[config.mk]
export PLATFORM = sky130hd
export DESIGN_NAME = tuner_i2c_ctl
export DESIGN_NICKNAME = d
export VERILOG_FILES = /design/src/rtl/tpll_pkg.sv /design/src/rtl/tpll_line_sync.sv /design/src/rtl/tpll_byte_fsm.sv /design/src/rtl/tpll_regs.sv /design/src/rtl/tuner_i2c_ctl.sv
export SDC_FILE = /design/constraint.sdc
export NUM_CORES = 1
export LEC_CHECK = 0
export BUFFER_PORTS_ARGS = -buffer_cell sky130_fd_sc_hd__buf_2
export CAP_MARGIN = 10
export CORE_MARGIN = 2
export CORE_UTILIZATION = 50
export CTS_CLUSTER_SIZE = 8
export DETAILED_ROUTE_END_ITERATION = 8
export PLACE_DENSITY = 0.81
export SLEW_MARGIN = 10
export SYNTH_ARGS = -nofsm -noshare
export SYNTH_HDL_FRONTEND = slang
export SYNTH_SLANG_ARGS = --single-unit
[constraint.sdc]
create_clock -name clk -period 5.3 [get_ports clk]
set_clock_uncertainty 0.2 [all_clocks]
set_input_delay 1.325 -clock clk [delete_from_list [all_inputs] [get_ports clk]]
set_output_delay 1.325 -clock clk [all_outputs]
set_load 0.02 [all_outputs]
[src/rtl/tpll_pkg.sv]
package tpll_pkg;

  typedef enum logic [2:0] {
    S_IDLE, S_ADDR, S_AACK, S_WDAT, S_WACK, S_RDAT, S_RACK
  } bus_st_t;

  typedef enum logic [1:0] {G_ANY, G_DIV2, G_CTL2} grp_t;

  localparam logic [4:0] DEV_ID = 5'b11000;

  // address byte compare: fixed id, two select bits, rw bit excluded
  function automatic logic addr_hit(input logic [7:0] b, input logic [1:0] sel);
    return b[7:1] == {DEV_ID, sel};
  endfunction

  // reported status layout
  function automatic logic [7:0] status_pack(input logic pr, input logic fl,
                                             input logic [2:0] lvl);
    return {pr, fl, 3'b111, lvl};
  endfunction

  // lower 11 divider bits from the held first byte and the second byte
  function automatic logic [10:0] div_low_word(input logic [6:0] hold,
                                               input logic [7:0] b);
    return {hold, b[7:4]};
  endfunction

endpackage

[src/rtl/tpll_line_sync.sv]
module tpll_line_sync #(
  parameter int STAGES = 2
) (
  input  logic clk,
  input  logic rst_n,
  input  logic scl_i,
  input  logic sda_i,
  output logic sda_s,
  output logic scl_rise,
  output logic scl_fall,
  output logic start_evt,
  output logic stop_evt
);
  localparam int LAST = STAGES - 1;

  logic [LAST:0] scl_q, sda_q;
  logic          scl_p, sda_p, scl_s;

  generate
    if (STAGES == 1) begin : g_one
      always_ff @(posedge clk or negedge rst_n)
        if (!rst_n) begin
          scl_q <= '1;
          sda_q <= '1;
        end else begin
          scl_q <= scl_i;
          sda_q <= sda_i;
        end
    end else begin : g_chain
      always_ff @(posedge clk or negedge rst_n)
        if (!rst_n) begin
          scl_q <= '1;
          sda_q <= '1;
        end else begin
          scl_q <= {scl_q[LAST-1:0], scl_i};
          sda_q <= {sda_q[LAST-1:0], sda_i};
        end
    end
  endgenerate

  always_ff @(posedge clk or negedge rst_n)
    if (!rst_n) begin
      scl_p <= 1'b1;
      sda_p <= 1'b1;
    end else begin
      scl_p <= scl_s;
      sda_p <= sda_s;
    end

  assign scl_s     = scl_q[LAST];
  assign sda_s     = sda_q[LAST];
  assign scl_rise  = scl_s & ~scl_p;
  assign scl_fall  = ~scl_s & scl_p;
  assign start_evt = scl_s & scl_p & sda_p & ~sda_s;
  assign stop_evt  = scl_s & scl_p & ~sda_p & sda_s;
endmodule

[src/rtl/tpll_byte_fsm.sv]
module tpll_byte_fsm
  import tpll_pkg::*;
(
  input  logic       clk,
  input  logic       rst_n,
  input  logic       sda_s,
  input  logic       scl_rise,
  input  logic       scl_fall,
  input  logic       start_evt,
  input  logic       stop_evt,
  input  logic [1:0] addr_sel,
  input  logic [7:0] status_byte,
  output logic       sda_oe,
  output logic       wr_byte_evt,
  output logic [7:0] wr_byte,
  output logic       status_done
);
  localparam int CNT_W = 4;
  localparam logic [CNT_W-1:0] FULL = CNT_W'(8);

  bus_st_t          st;
  logic [CNT_W-1:0] cnt;
  logic [7:0]       sh, tx;
  logic             rw, ack_drv, m_ack;

  always_ff @(posedge clk or negedge rst_n)
    if (!rst_n) begin
      st <= S_IDLE; cnt <= '0; sh <= '0; tx <= '1;
      rw <= 1'b0; ack_drv <= 1'b0; m_ack <= 1'b0;
    end else if (start_evt) begin
      st <= S_ADDR; cnt <= '0; ack_drv <= 1'b0;
    end else if (stop_evt) begin
      st <= S_IDLE; ack_drv <= 1'b0;
    end else begin
      case (st)
        S_ADDR, S_WDAT: begin
          if (scl_rise && cnt != FULL) begin
            sh  <= {sh[6:0], sda_s};
            cnt <= cnt + 1'b1;
          end
          if (scl_fall && cnt == FULL) begin
            if (st == S_WDAT) begin
              st <= S_WACK; ack_drv <= 1'b1;
            end else if (addr_hit(sh, addr_sel)) begin
              st <= S_AACK; ack_drv <= 1'b1; rw <= sh[0];
            end else begin
              st <= S_IDLE;
            end
          end
        end
        S_AACK: if (scl_fall) begin
          ack_drv <= 1'b0; cnt <= '0;
          if (rw) begin
            tx <= status_byte; st <= S_RDAT;
          end else begin
            st <= S_WDAT;
          end
        end
        S_WACK: if (scl_fall) begin
          ack_drv <= 1'b0; cnt <= '0; st <= S_WDAT;
        end
        S_RDAT: begin
          if (scl_rise) cnt <= cnt + 1'b1;
          if (scl_fall) begin
            if (cnt == FULL) st <= S_RACK;
            else             tx <= {tx[6:0], 1'b1};
          end
        end
        S_RACK: begin
          if (scl_rise) m_ack <= ~sda_s;
          if (scl_fall) begin
            if (m_ack) begin
              tx <= status_byte; cnt <= '0; st <= S_RDAT;
            end else begin
              st <= S_IDLE;
            end
          end
        end
        default: st <= S_IDLE;
      endcase
    end

  assign wr_byte     = sh;
  assign wr_byte_evt = (st == S_WDAT) && scl_fall && (cnt == FULL) && !start_evt && !stop_evt;
  assign status_done = (st == S_RDAT) && scl_rise && (cnt == FULL - 1'b1) && !start_evt && !stop_evt;
  assign sda_oe      = ack_drv | ((st == S_RDAT) & ~tx[7]);
endmodule

[src/rtl/tpll_regs.sv]
module tpll_regs
  import tpll_pkg::*;
(
  input  logic        clk,
  input  logic        rst_n,
  input  logic        txn_start,
  input  logic        wr_byte_evt,
  input  logic [7:0]  wr_byte,
  input  logic        status_done,
  output logic [12:0] div_m,
  output logic [3:0]  swallow,
  output logic [3:0]  ref_code,
  output logic        pre_half,
  output logic        cp_hi,
  output logic        vari_off,
  output logic [3:0]  port_out,
  output logic        pr_flag,
  output logic        div_commit,
  output logic        ctl1_commit,
  output logic        ctl2_commit
);
  grp_t       grp;
  logic [6:0] hold;

  assign div_commit  = wr_byte_evt && grp == G_DIV2;
  assign ctl1_commit = wr_byte_evt && grp == G_ANY && wr_byte[7];
  assign ctl2_commit = wr_byte_evt && grp == G_CTL2;

  always_ff @(posedge clk or negedge rst_n)
    if (!rst_n) begin
      grp <= G_ANY; hold <= '0;
    end else if (txn_start) begin
      grp <= G_ANY;
    end else if (wr_byte_evt) begin
      case (grp)
        G_ANY: begin
          if (wr_byte[7]) grp <= G_CTL2;
          else begin
            grp  <= G_DIV2;
            hold <= wr_byte[6:0];
          end
        end
        default: grp <= G_ANY;
      endcase
    end

  always_ff @(posedge clk or negedge rst_n)
    if (!rst_n) begin
      div_m <= '0; swallow <= '0; ref_code <= '0; pre_half <= 1'b0;
      cp_hi <= 1'b0; vari_off <= 1'b0; port_out <= '0;
    end else begin
      if (div_commit) begin
        div_m[10:0] <= div_low_word(hold, wr_byte);
        swallow     <= wr_byte[3:0];
      end
      if (ctl1_commit) begin
        div_m[12:11] <= wr_byte[6:5];
        pre_half     <= wr_byte[4];
        ref_code     <= wr_byte[3:0];
      end
      if (ctl2_commit) begin
        vari_off <= wr_byte[7];
        cp_hi    <= wr_byte[6];
        port_out <= wr_byte[3:0];
      end
    end

  always_ff @(posedge clk or negedge rst_n)
    if (!rst_n)           pr_flag <= 1'b1;
    else if (status_done) pr_flag <= 1'b0;
endmodule

[src/rtl/tuner_i2c_ctl.sv]
module tuner_i2c_ctl
  import tpll_pkg::*;
#(
  parameter int SYNC_STAGES = 2
) (
  input  logic        clk,
  input  logic        rst_n,
  input  logic        scl_i,
  input  logic        sda_i,
  output logic        sda_oe,
  input  logic [1:0]  addr_sel,
  input  logic        lock_i,
  input  logic [2:0]  level_i,
  output logic [12:0] div_m,
  output logic [3:0]  swallow,
  output logic [3:0]  ref_code,
  output logic        pre_half,
  output logic        cp_hi,
  output logic        vari_off,
  output logic [3:0]  port_out
);
  logic       sda_s, scl_rise, scl_fall, start_evt, stop_evt;
  logic       wr_byte_evt, status_done, pr_flag;
  logic       div_commit, ctl1_commit, ctl2_commit;
  logic [7:0] wr_byte, status_byte;

  assign status_byte = status_pack(pr_flag, lock_i, level_i);

  tpll_line_sync #(.STAGES(SYNC_STAGES)) u_sync (
    .clk(clk), .rst_n(rst_n), .scl_i(scl_i), .sda_i(sda_i),
    .sda_s(sda_s), .scl_rise(scl_rise), .scl_fall(scl_fall),
    .start_evt(start_evt), .stop_evt(stop_evt)
  );

  tpll_byte_fsm u_fsm (
    .clk(clk), .rst_n(rst_n), .sda_s(sda_s), .scl_rise(scl_rise),
    .scl_fall(scl_fall), .start_evt(start_evt), .stop_evt(stop_evt),
    .addr_sel(addr_sel), .status_byte(status_byte), .sda_oe(sda_oe),
    .wr_byte_evt(wr_byte_evt), .wr_byte(wr_byte), .status_done(status_done)
  );

  tpll_regs u_regs (
    .clk(clk), .rst_n(rst_n), .txn_start(start_evt),
    .wr_byte_evt(wr_byte_evt), .wr_byte(wr_byte), .status_done(status_done),
    .div_m(div_m), .swallow(swallow), .ref_code(ref_code),
    .pre_half(pre_half), .cp_hi(cp_hi), .vari_off(vari_off),
    .port_out(port_out), .pr_flag(pr_flag), .div_commit(div_commit),
    .ctl1_commit(ctl1_commit), .ctl2_commit(ctl2_commit)
  );
endmodule

# --- After elaboration in Yosys (flattened, before gate mapping) ---
# Index checks and enable logic that the tools add are counted.
word_totals:
  inputBits: 10
  output_inout_bits: 29
  word_cells: 143
  regBits: 70
op_classes:
  bitwise_logic: 18
  add_sub_neg: 1
  muxes: 39
  reduce_logical: 31
  eq_ne: 32
op_table:
  columns: ["operator", "count"]
  rows:
  - ["$mux W8", 6]
  - ["$mux W3", 11]
  - ["$mux W4", 7]
  - ["$ne A4 B1 Y1 const B", 7]
  - ["$pmux W8 S3", 1]
  - ["$pmux W4 S4", 1]
  - ["$reduce_and A4 Y1", 4]
  - ["$ne A3 B1 Y1 const B", 5]
  - ["$pmux W3 S5", 1]
  - ["$logic_and A1 B1 Y1", 14]
  - ["$ne A2 B1 Y1 const B", 6]
  - ["$reduce_and A6 Y1", 2]
  - ["$mux W2", 5]
  - ["$eq A3 B3 Y1 const B", 3]
  - ["$not A1 Y1", 9]
  - ["$reduce_and A9 Y1", 1]
  - ["$and A1 B1 Y1", 8]
  - ["$eq A7 B7 Y1", 1]
  - ["$reduce_and A7 Y1", 1]
  - ["$eq A3 B2 Y1 const B", 2]
  - ["$mux W1", 6]
  - ["$ne A5 B1 Y1 const B", 1]
  - ["$reduce_bool A5 Y1", 1]
  - ["$add A4 B1 Y4 const B", 1]
  - ["15 further kinds", 17]

# --- Longest topological paths before layout ---
# Gate-level depths: netlist of run 1.
logic_depth:
  word_depth: 8
  ltp_mapped: 7

# --- Hierarchy ---
# From an unflattened synthesis of run 1, not the netlist that was laid out.
unflattened:
  cells_unflattened: 254
  area_unflattened_um2: 3143.0
by_module_without_submodules:
  columns: ["mod", "cells_each", "n_inst", "area_per_inst_um2"]
  rows:
  - ["tpll_byte_fsm", 153, 1, 1485.2]
  - ["tpll_regs", 90, 1, 1463.9]
  - ["tpll_line_sync", 10, 1, 190.2]
  - ["tuner_i2c_ctl", 1, 1, 3.8]

# --- Least setup slack after synthesis of run 1 ---
# OpenSTA, ideal clock, no wires.
synth_path:
  path_kind: "flip-flop to output port"
  from: "register u_fsm.st[1]"
  to: "output port sda_oe"
  required_time_ns: 3.775
  setup_slack_ns: 2.451
  n_path_buf: 1
  arrival_time_ns: 1.324
  path_stages_with_launch: 4
  cell_sequence: "dfrtp_1 nand3b_1 clkbuf_1 o21ai_0"
synth_between:
  elab_chain_len: 3
synth_rtl:
  columns: ["element", "line", "source"]
  rows:
  - ["start, declared", "tpll_byte_fsm.sv:21", "bus_st_t st;"]
  - ["start signal, assigned", "tpll_byte_fsm.sv:28", "st <= S_IDLE; cnt <= '0; sh <= '0; tx <= '1;"]
  - ["start signal, assigned", "tpll_byte_fsm.sv:31", "st <= S_ADDR; cnt <= '0; ack_drv <= 1'b0;"]
  - ["start signal, assigned", "tpll_byte_fsm.sv:33", "st <= S_IDLE; ack_drv <= 1'b0;"]
  - ["$eq A3 B3 Y1", "tpll_byte_fsm.sv:86", "assign sda_oe = ack_drv | ((st == S_RDAT) & ~tx[7]);"]
  - ["$and A1 B1 Y1", "tpll_byte_fsm.sv:86", null]
  - ["$or A1 B1 Y1", "tpll_byte_fsm.sv:86", null]
  - ["end, declared", "tuner_i2c_ctl.sv:10", "output logic sda_oe,"]
# Every way passes these cells.

# --- Worst setup path in the final report of run 1 ---
# Same ends and word-level chain as after synthesis.

==> results.sh, run 1 <==
export IMPL_p_comb_frac=0.029
export IMPL_path_depth=3
export IMPL_syn_to_final_growth_pct=16.7
export IMPL_grt_max_degree=40
export IMPL_power_frac_clock=0.478
export IMPL_numCtsBuffers=9
export IMPL_path_max_fanout=16
export IMPL_powerDensity_nw_per_um2=308
export IMPL_clk_pin_slew_ns=0.08
export IMPL_drv_cap=0
export IMPL_syn_avg_cell_area_um2=13.2
export IMPL_min_period_ns=3.41
export IMPL_dpl_hpwl_um=3930
export IMPL_worst_pin_slew_ns=0.724
export IMPL_ys_warnings_count=0
export IMPL_async_reset_ff_frac=1.00
export IMPL_cpMaxStageDelayCell="dfrtp_1"
export IMPL_die_h_um=83.1
export IMPL_ys_seq_area_frac=0.566
export IMPL_synth_ff_latch_count=70
export IMPL_yosysMostFrequentCell="dfrtp_1"
export IMPL_cts_resized_gates=0
export IMPL_cp_start_kind="flop"
export IMPL_final_core_util=0.609
export IMPL_grt_pass1_wl_um=10000
export IMPL_p_sw_uw=240
export IMPL_cp_num_buf_inv=1
export IMPL_p_leak_nw=1.78
export IMPL_seqPwrFrac=0.493
export IMPL_grtUsageTotal=0.184
export IMPL_relSlewSlack=0.516
export IMPL_antenna_found_initial=0
export IMPL_fp_row_count=28
export IMPL_core_area_um2=5990
export IMPL_synth_area_um2=3130
export IMPL_synth_top_area_frac=0.440
export IMPL_grt_pass1_vias=2136
export IMPL_clk_latency_ns=0.35
export IMPL_synth_edf_count=0
export IMPL_setup_tns_ns=0
export IMPL_status="completed"
export IMPL_synth_fp_nets=249
export IMPL_place_inst=345
export IMPL_drive_above_1_share=0.458
export IMPL_slowest_delay_ns=0.56
export IMPL_clock_path_buffers=2
export IMPL_drcViolationCount=0
export IMPL_place_congestion=0.839
export IMPL_n_antenna_cell=0
export IMPL_cp_cell_sequence="nand3b_1 > o21ai_0 > buf_2"
export IMPL_cts_max_level=3
export IMPL_worstSetupPathType="flop to primary output"
export IMPL_holdBufCountCts=0
export IMPL_numPortBuffers=38
export IMPL_max_freq_mhz=293
export IMPL_synth_area_leaders="dfrtp_1 44%, mux2_2 19%, dfstp_2 13%"
export IMPL_synth_common_cells="55 x dfrtp_1, 53 x mux2_2, 15 x dfstp_2"
export IMPL_top_level_ports=39
export IMPL_cts_tree="built"
export IMPL_clockRootBuffer="clkbuf_8"
export IMPL_hold_viol_final=0
export IMPL_routed_wl_um=5700
export IMPL_drt_pass1_iter_count=4
export IMPL_vdd_ir_drop_max_uv=229
export IMPL_rsz0062_at_grt="no"
export IMPL_nNetsFinal=293
export IMPL_postSynthCellCount=237
export IMPL_cts_setup_buffers=0
export IMPL_via_per_inst=5.58
export IMPL_period_share=0.643
export IMPL_hold_path_depth=0
export IMPL_setup_violations=0
export IMPL_drv_slew=0
export IMPL_synth_ff_type="dfrtp_1"
export IMPL_grt_overflow=0
export IMPL_cpLargestDelayFamily="flip-flops"
export IMPL_stdcell_count=361
export IMPL_chipWidth_um=83.1
export IMPL_num_fill_cells=475
export IMPL_crit_arrival_ns=1.88
export IMPL_reg2reg_depth=4
export IMPL_intPower_uw=885
export IMPL_avgRoutedWirePerCell_um=15.8
export IMPL_min_path_type="flop to flop"
export IMPL_via_count=2014
export IMPL_ant_nets=0
export IMPL_synth_distinct_cells=45
export IMPL_switching_share=0.213
export IMPL_drtIter0Drc=120
export IMPL_initial_utilization=0.522
export IMPL_dieArea_um2=6900
export IMPL_clock_sinks=70
export IMPL_netlist_top_cell_by_area="dfrtp_1"
export IMPL_worstPathRequired_ns=3.77
export IMPL_end_kind="primary output"
==> final timing paths <==
kind | startpoint | slack (ns) | endpoint
setup / recovery | u_fsm.st[1] | 1.89 | sda_oe
hold / removal | u_sync.scl_q[0] | 0.16 | u_sync.scl_q[1]
setup reg to reg | u_fsm.st[1] | 2.52 | u_fsm.tx[6]
hold reg to reg | u_sync.scl_q[0] | 0.16 | u_sync.scl_q[1]
max in group asynchronous | rst_n | 3.11 | u_sync.scl_q[1]
min in group asynchronous | rst_n | 0.82 | u_fsm.st[2]
==> worst reg2reg max path: cells and delay by family (launching register included) <==
| family | cells | cell delay (ns) |
|---|---|---|
| AO/OA/AOI/OAI | 1 | 0.52 |
| multiplexers | 1 | 0.39 |
| flip-flops | 1 | 0.56 |
| AND/OR/NAND/NOR | 2 | 1.03 |
==> registers in the layout, summed over array words and instances (netlist names), 3 cells and up <==
register	flops
u_regs.ref_code	4
u_fsm.wr_byte	8
u_regs.div_m	13
u_regs.swallow	4
u_fsm.st	3
u_regs.port_out	4
u_regs.hold	7
u_fsm.cnt	4
u_fsm.tx	8
==> layout make-up <==
class                           count  area, um^2  share of cell area
Tap cell                           75        93.8              0.0257
Multi-Input combinational cell    152        1290               0.355
Inverter                            8        30.0             0.00823
Clock inverter                      6         118              0.0322
Sequential cell                    70        1770               0.485
Clock buffer                       10         138              0.0377
Timing Repair Buffer               40         205              0.0562
==> layout by cell type, fill, tap and decap left out, types with 5 or more instances in the layout <==
master and n:
nor2_1 9, o21ai_0 6, o2bb2ai_1 5, clkbuf_8 10, buf_2 38, dfrtp_1 55, inv_1 8, dfstp_2 15
mux2_2 53, nor2b_1 7, nand2_1 12
==> routing by layer <==
metal / part of all wire / global-route usage / vias to the layer above
met5: 0 / 0 / -
met4: 0.028 / 0.115 / 0
met3: 0.047 / 0.0457 / 14
met2: 0.45 / 0.283 / 47
met1: 0.47 / 0.233 / 1006
li1: - / - / 947
==> power groups by stage <==
stage	registers, mW	clock network, mW	logic [mW]
after floorplan	0.559	0	0.0177
after global placement	0.564	0	0.0331
after CTS	0.554	0.549	0.0340
final	0.555	0.538	0.0328
after detailed placement	0.565	0	0.0339
after global routing	0.556	0.573	0.0381
==> cells by family after synthesis <==
logic type | count (synthesis) | share of synthesized area
compound gates | 28 | 0.0721
mux | 57 | 0.204
xor+xnor | 4 | 0.0112
buf+inv | 15 | 0.0196
flops | 70 | 0.566
fa+ha+maj | 2 | 0.00801
simple gates | 61 | 0.119
==> per-stage QoR <==
step                      cell area (um^2)  worst slack (ns)  hold slack, ns  power [mW]
after floorplan                       3130              2.45           0.145       0.577
after global placement                3390              2.31           0.145       0.597
after detailed placement              3390              2.28           0.152       0.598
after CTS                             3650              1.88           0.165        1.14
after global routing                  3650              1.68           0.174        1.17
final                                 3650              1.89           0.163        1.12
(Power assumes the default switching activity.)
==> run 2, diff against run 1 <==
ABC_AREA = 1   (was unset)
PLACE_DENSITY = 0.84   (was 0.81)
clock period = 2.8 ns   (was 5.3 ns; I/O delays follow)
==> run 2 against run 1 <==
Against the previous run:
- flip-flop and latch count unchanged
- first-iteration DRC count is 73% higher
- highest routed layer unchanged
- critical path type unchanged
- die area is 5.5% higher
==> results.sh, run 2 <==
export IMPL_status="completed"
export IMPL_synth_distinct_cells=33
export IMPL_powerDensity_nw_per_um2=705
export IMPL_antenna_found_initial=0
export IMPL_holdBufCountCts=0
export IMPL_n_antenna_cell=0
export IMPL_synth_ff_type="dfrtp_1"
export IMPL_synth_area_um2=3310
export IMPL_postSynthCellCount=390
export IMPL_drcViolationCount=0
export IMPL_mostFrequentLayoutCells="120 x nand2_1, 55 x dfrtp_1, 45 x inv_1, 38 x buf_2, 28 x nor2_1"
export IMPL_stdcell_count=513
export IMPL_r2r_slack_ns=0.55
export IMPL_grtUsageTotal=0.199
export IMPL_place_congestion=0.900
export IMPL_numCtsBuffers=9
export IMPL_yosysMostFrequentCell="nand2_1"
export IMPL_drt_pass1_iter_count=5
export IMPL_cts_tree="built"
export IMPL_rsz0062_at_grt="no"
export IMPL_end_kind="primary output"
export IMPL_p_sw_uw=810
export IMPL_die_h_um=85.3
export IMPL_cpMaxStageDelayCell="dfrtp_1"
export IMPL_max_freq_mhz=405
export IMPL_cts_max_level=3
export IMPL_routed_wl_um=6790
export IMPL_ys_warnings_count=0
export IMPL_cp_start_kind="flop"
export IMPL_clockRootBuffer="clkbuf_8"
export IMPL_clk_latency_ns=0.34
export IMPL_worstSetupPathType="flop to primary output"
export IMPL_slowest_delay_ns=0.48
export IMPL_dpl_hpwl_um=4670
export IMPL_cp_cell_sequence="inv_2 > nor2_2 > nand2_2 > o21ai_0 > buf_2"
export IMPL_reg2reg_depth=8
export IMPL_top_level_ports=39
export IMPL_relSlewSlack=0.668
export IMPL_grt_overflow=0
export IMPL_fp_row_count=29
export IMPL_synth_common_cells="120 x nand2_1, 55 x dfrtp_1, 45 x inv_1"
export IMPL_place_inst=498
export IMPL_avgRoutedWirePerCell_um=13.2
export IMPL_power_frac_clock=0.323
export IMPL_clock_path_buffers=2
export IMPL_cts_resized_gates=0
export IMPL_nNetsFinal=444
export IMPL_path_max_fanout=9
export IMPL_cts_setup_buffers=0
export IMPL_seqPwrFrac=0.495
export IMPL_drv_cap=0
export IMPL_worstPathRequired_ns=1.90
export IMPL_drv_slew=0
export IMPL_synth_fp_nets=402
export IMPL_chipWidth_um=85.3
export IMPL_largest_register_ffs=13
export IMPL_min_period_ns=2.47
export IMPL_synth_top_area_frac=0.416
export IMPL_via_count=2732
export IMPL_initial_utilization=0.518
export IMPL_rr_endpoint="u_regs.swallow[2]"
export IMPL_setup_violations=0
export IMPL_hold_viol_final=0
export IMPL_num_fill_cells=557
export IMPL_final_common_cell="nand2_1"
export IMPL_top_register="u_regs.div_m"
export IMPL_intPower_mw=1.84
export IMPL_p_leak_nw=2.00
export IMPL_synth_ff_latch_count=70
export IMPL_switching_share=0.306
export IMPL_ant_nets=0
export IMPL_worst_pin_slew_ns=0.498
export IMPL_vdd_ir_drop_max_uv=647
export IMPL_grt_pass1_vias=2522
export IMPL_drive_above_1_share=0.216
export IMPL_setup_tns_ns=0
export IMPL_regToRegStartpoint="u_fsm.cnt[0]"
export IMPL_numPortBuffers=38
export IMPL_core_area_um2=6390
export IMPL_min_path_type="input port to asynchronous set/reset pin"
export IMPL_synth_area_leaders="dfrtp_1 42%, nand2_1 14%, dfstp_2 12%"
export IMPL_p_comb_frac=0.182
export IMPL_clock_sinks=70
export IMPL_synth_edf_count=0
export IMPL_grt_pass1_wl_um=11500
export IMPL_crit_arrival_ns=1.57
export IMPL_clk_pin_slew_ns=0.07
export IMPL_period_share=0.882
export IMPL_dieArea_um2=7280
export IMPL_ys_seq_area_frac=0.536
export IMPL_netlist_top_cell_by_area="dfrtp_1"
export IMPL_drtIter0Drc=208
export IMPL_syn_avg_cell_area_um2=8.48
export IMPL_async_reset_ff_frac=1.00
export IMPL_syn_to_final_growth_pct=13.8
export IMPL_grt_max_degree=71
export IMPL_via_per_inst=5.33
-- run 2: cell count changes after synthesis, moves of 5 or more --
cell / previous run / this run
nand4_1: 0 / 7
o21ai_1: 0 / 27
nand2_1: 12 / 120
mux2_2: 53 / 0
inv_1: 8 / 45
nor2_1: 9 / 28
o2bb2ai_1: 5 / 0
o21ai_0: 6 / 21
nor2b_1: 7 / 0
nand3_1: 3 / 20
o21ai_2: 0 / 8
-- run 2: cells by family (layout without fill, tap and decap cells) --
| family | count (synthesis) | count (layout) | synth area share |
|---|---|---|---|
| and+or+nand+nor | 191 | 191 | 0.262 |
| xor gates and xnor gates | 1 | 1 | 0.00265 |
| AOI/OAI and AO/OA | 69 | 69 | 0.119 |
| DFF | 70 | 70 | 0.536 |
| adders and majority gates | 2 | 2 | 0.00757 |
| buffers and inverters | 57 | 103 | 0.0734 |
-- run 2: layer usage --
metal  track usage  wire length (um)  vias up
met2         0.294              3140       92
met5             0                 0        -
met3        0.0370               385       16
met1         0.281              3130     1292
li1              -                 -     1332
met4         0.105               134        0
-- run 2: metrics by stage --
stage                     utilization  total power [mW]  hold WS [ns]  instance area, um^2  setup slack [ns]
after global placement          0.557              1.77         0.146                 3560             0.655
after CTS                       0.589              2.66         0.156                 3760             0.330
after detailed placement        0.557              1.80         0.147                 3560             0.485
after floorplan                     -              1.64         0.145                 3310             0.656
after global routing            0.589              2.80         0.159                 3760             0.192
final                           0.589              2.65         0.156                 3760             0.330
-- run 2: how the worst max path moves through the flow --
stage	start	endpoint	slack, ns
global placement	u_fsm.cnt[0]	u_regs.div_m[2]	0.66
CTS	u_fsm.st[2]	sda_oe	0.33
detailed placement	u_sync.scl_p	u_regs.swallow[2]	0.48
floorplan	u_fsm.st[1]	sda_oe	0.66
finish	u_fsm.st[2]	sda_oe	0.33
global route	u_fsm.st[2]	sda_oe	0.19
-- run 2: power by group through the flow --
stage	sequential, mW	combinational (mW)	clock [mW]
3_3_place_gp	1.31	0.454	0
2_1_floorplan	1.29	0.349	0
5_1_grt	1.33	0.564	0.910
4_1_cts	1.31	0.482	0.873
6_report	1.31	0.482	0.857
3_5_place_dp	1.32	0.479	0
-- run 2: worst max-delay path, delay by kind of cell, from the launching register on --
family                 cells  cell delay [ns]
AND/OR/NAND/NOR            2             0.27
buffers and inverters      2             0.30
flip-flops                 1             0.48
AO/OA/AOI/OAI              1             0.19
-- run 2: cell type report --
| type | count | area [um^2] | area share |
|---|---|---|---|
| flip-flops and latches | 70 | 1770 | 0.471 |
| clock buffers | 11 | 131 | 0.0349 |
| well taps | 77 | 96.3 | 0.0256 |
| inverters | 48 | 180 | 0.0479 |
| clock inverters | 4 | 72.6 | 0.0193 |
| repair buffers | 40 | 218 | 0.0579 |
| multi-input cells | 263 | 1290 | 0.344 |
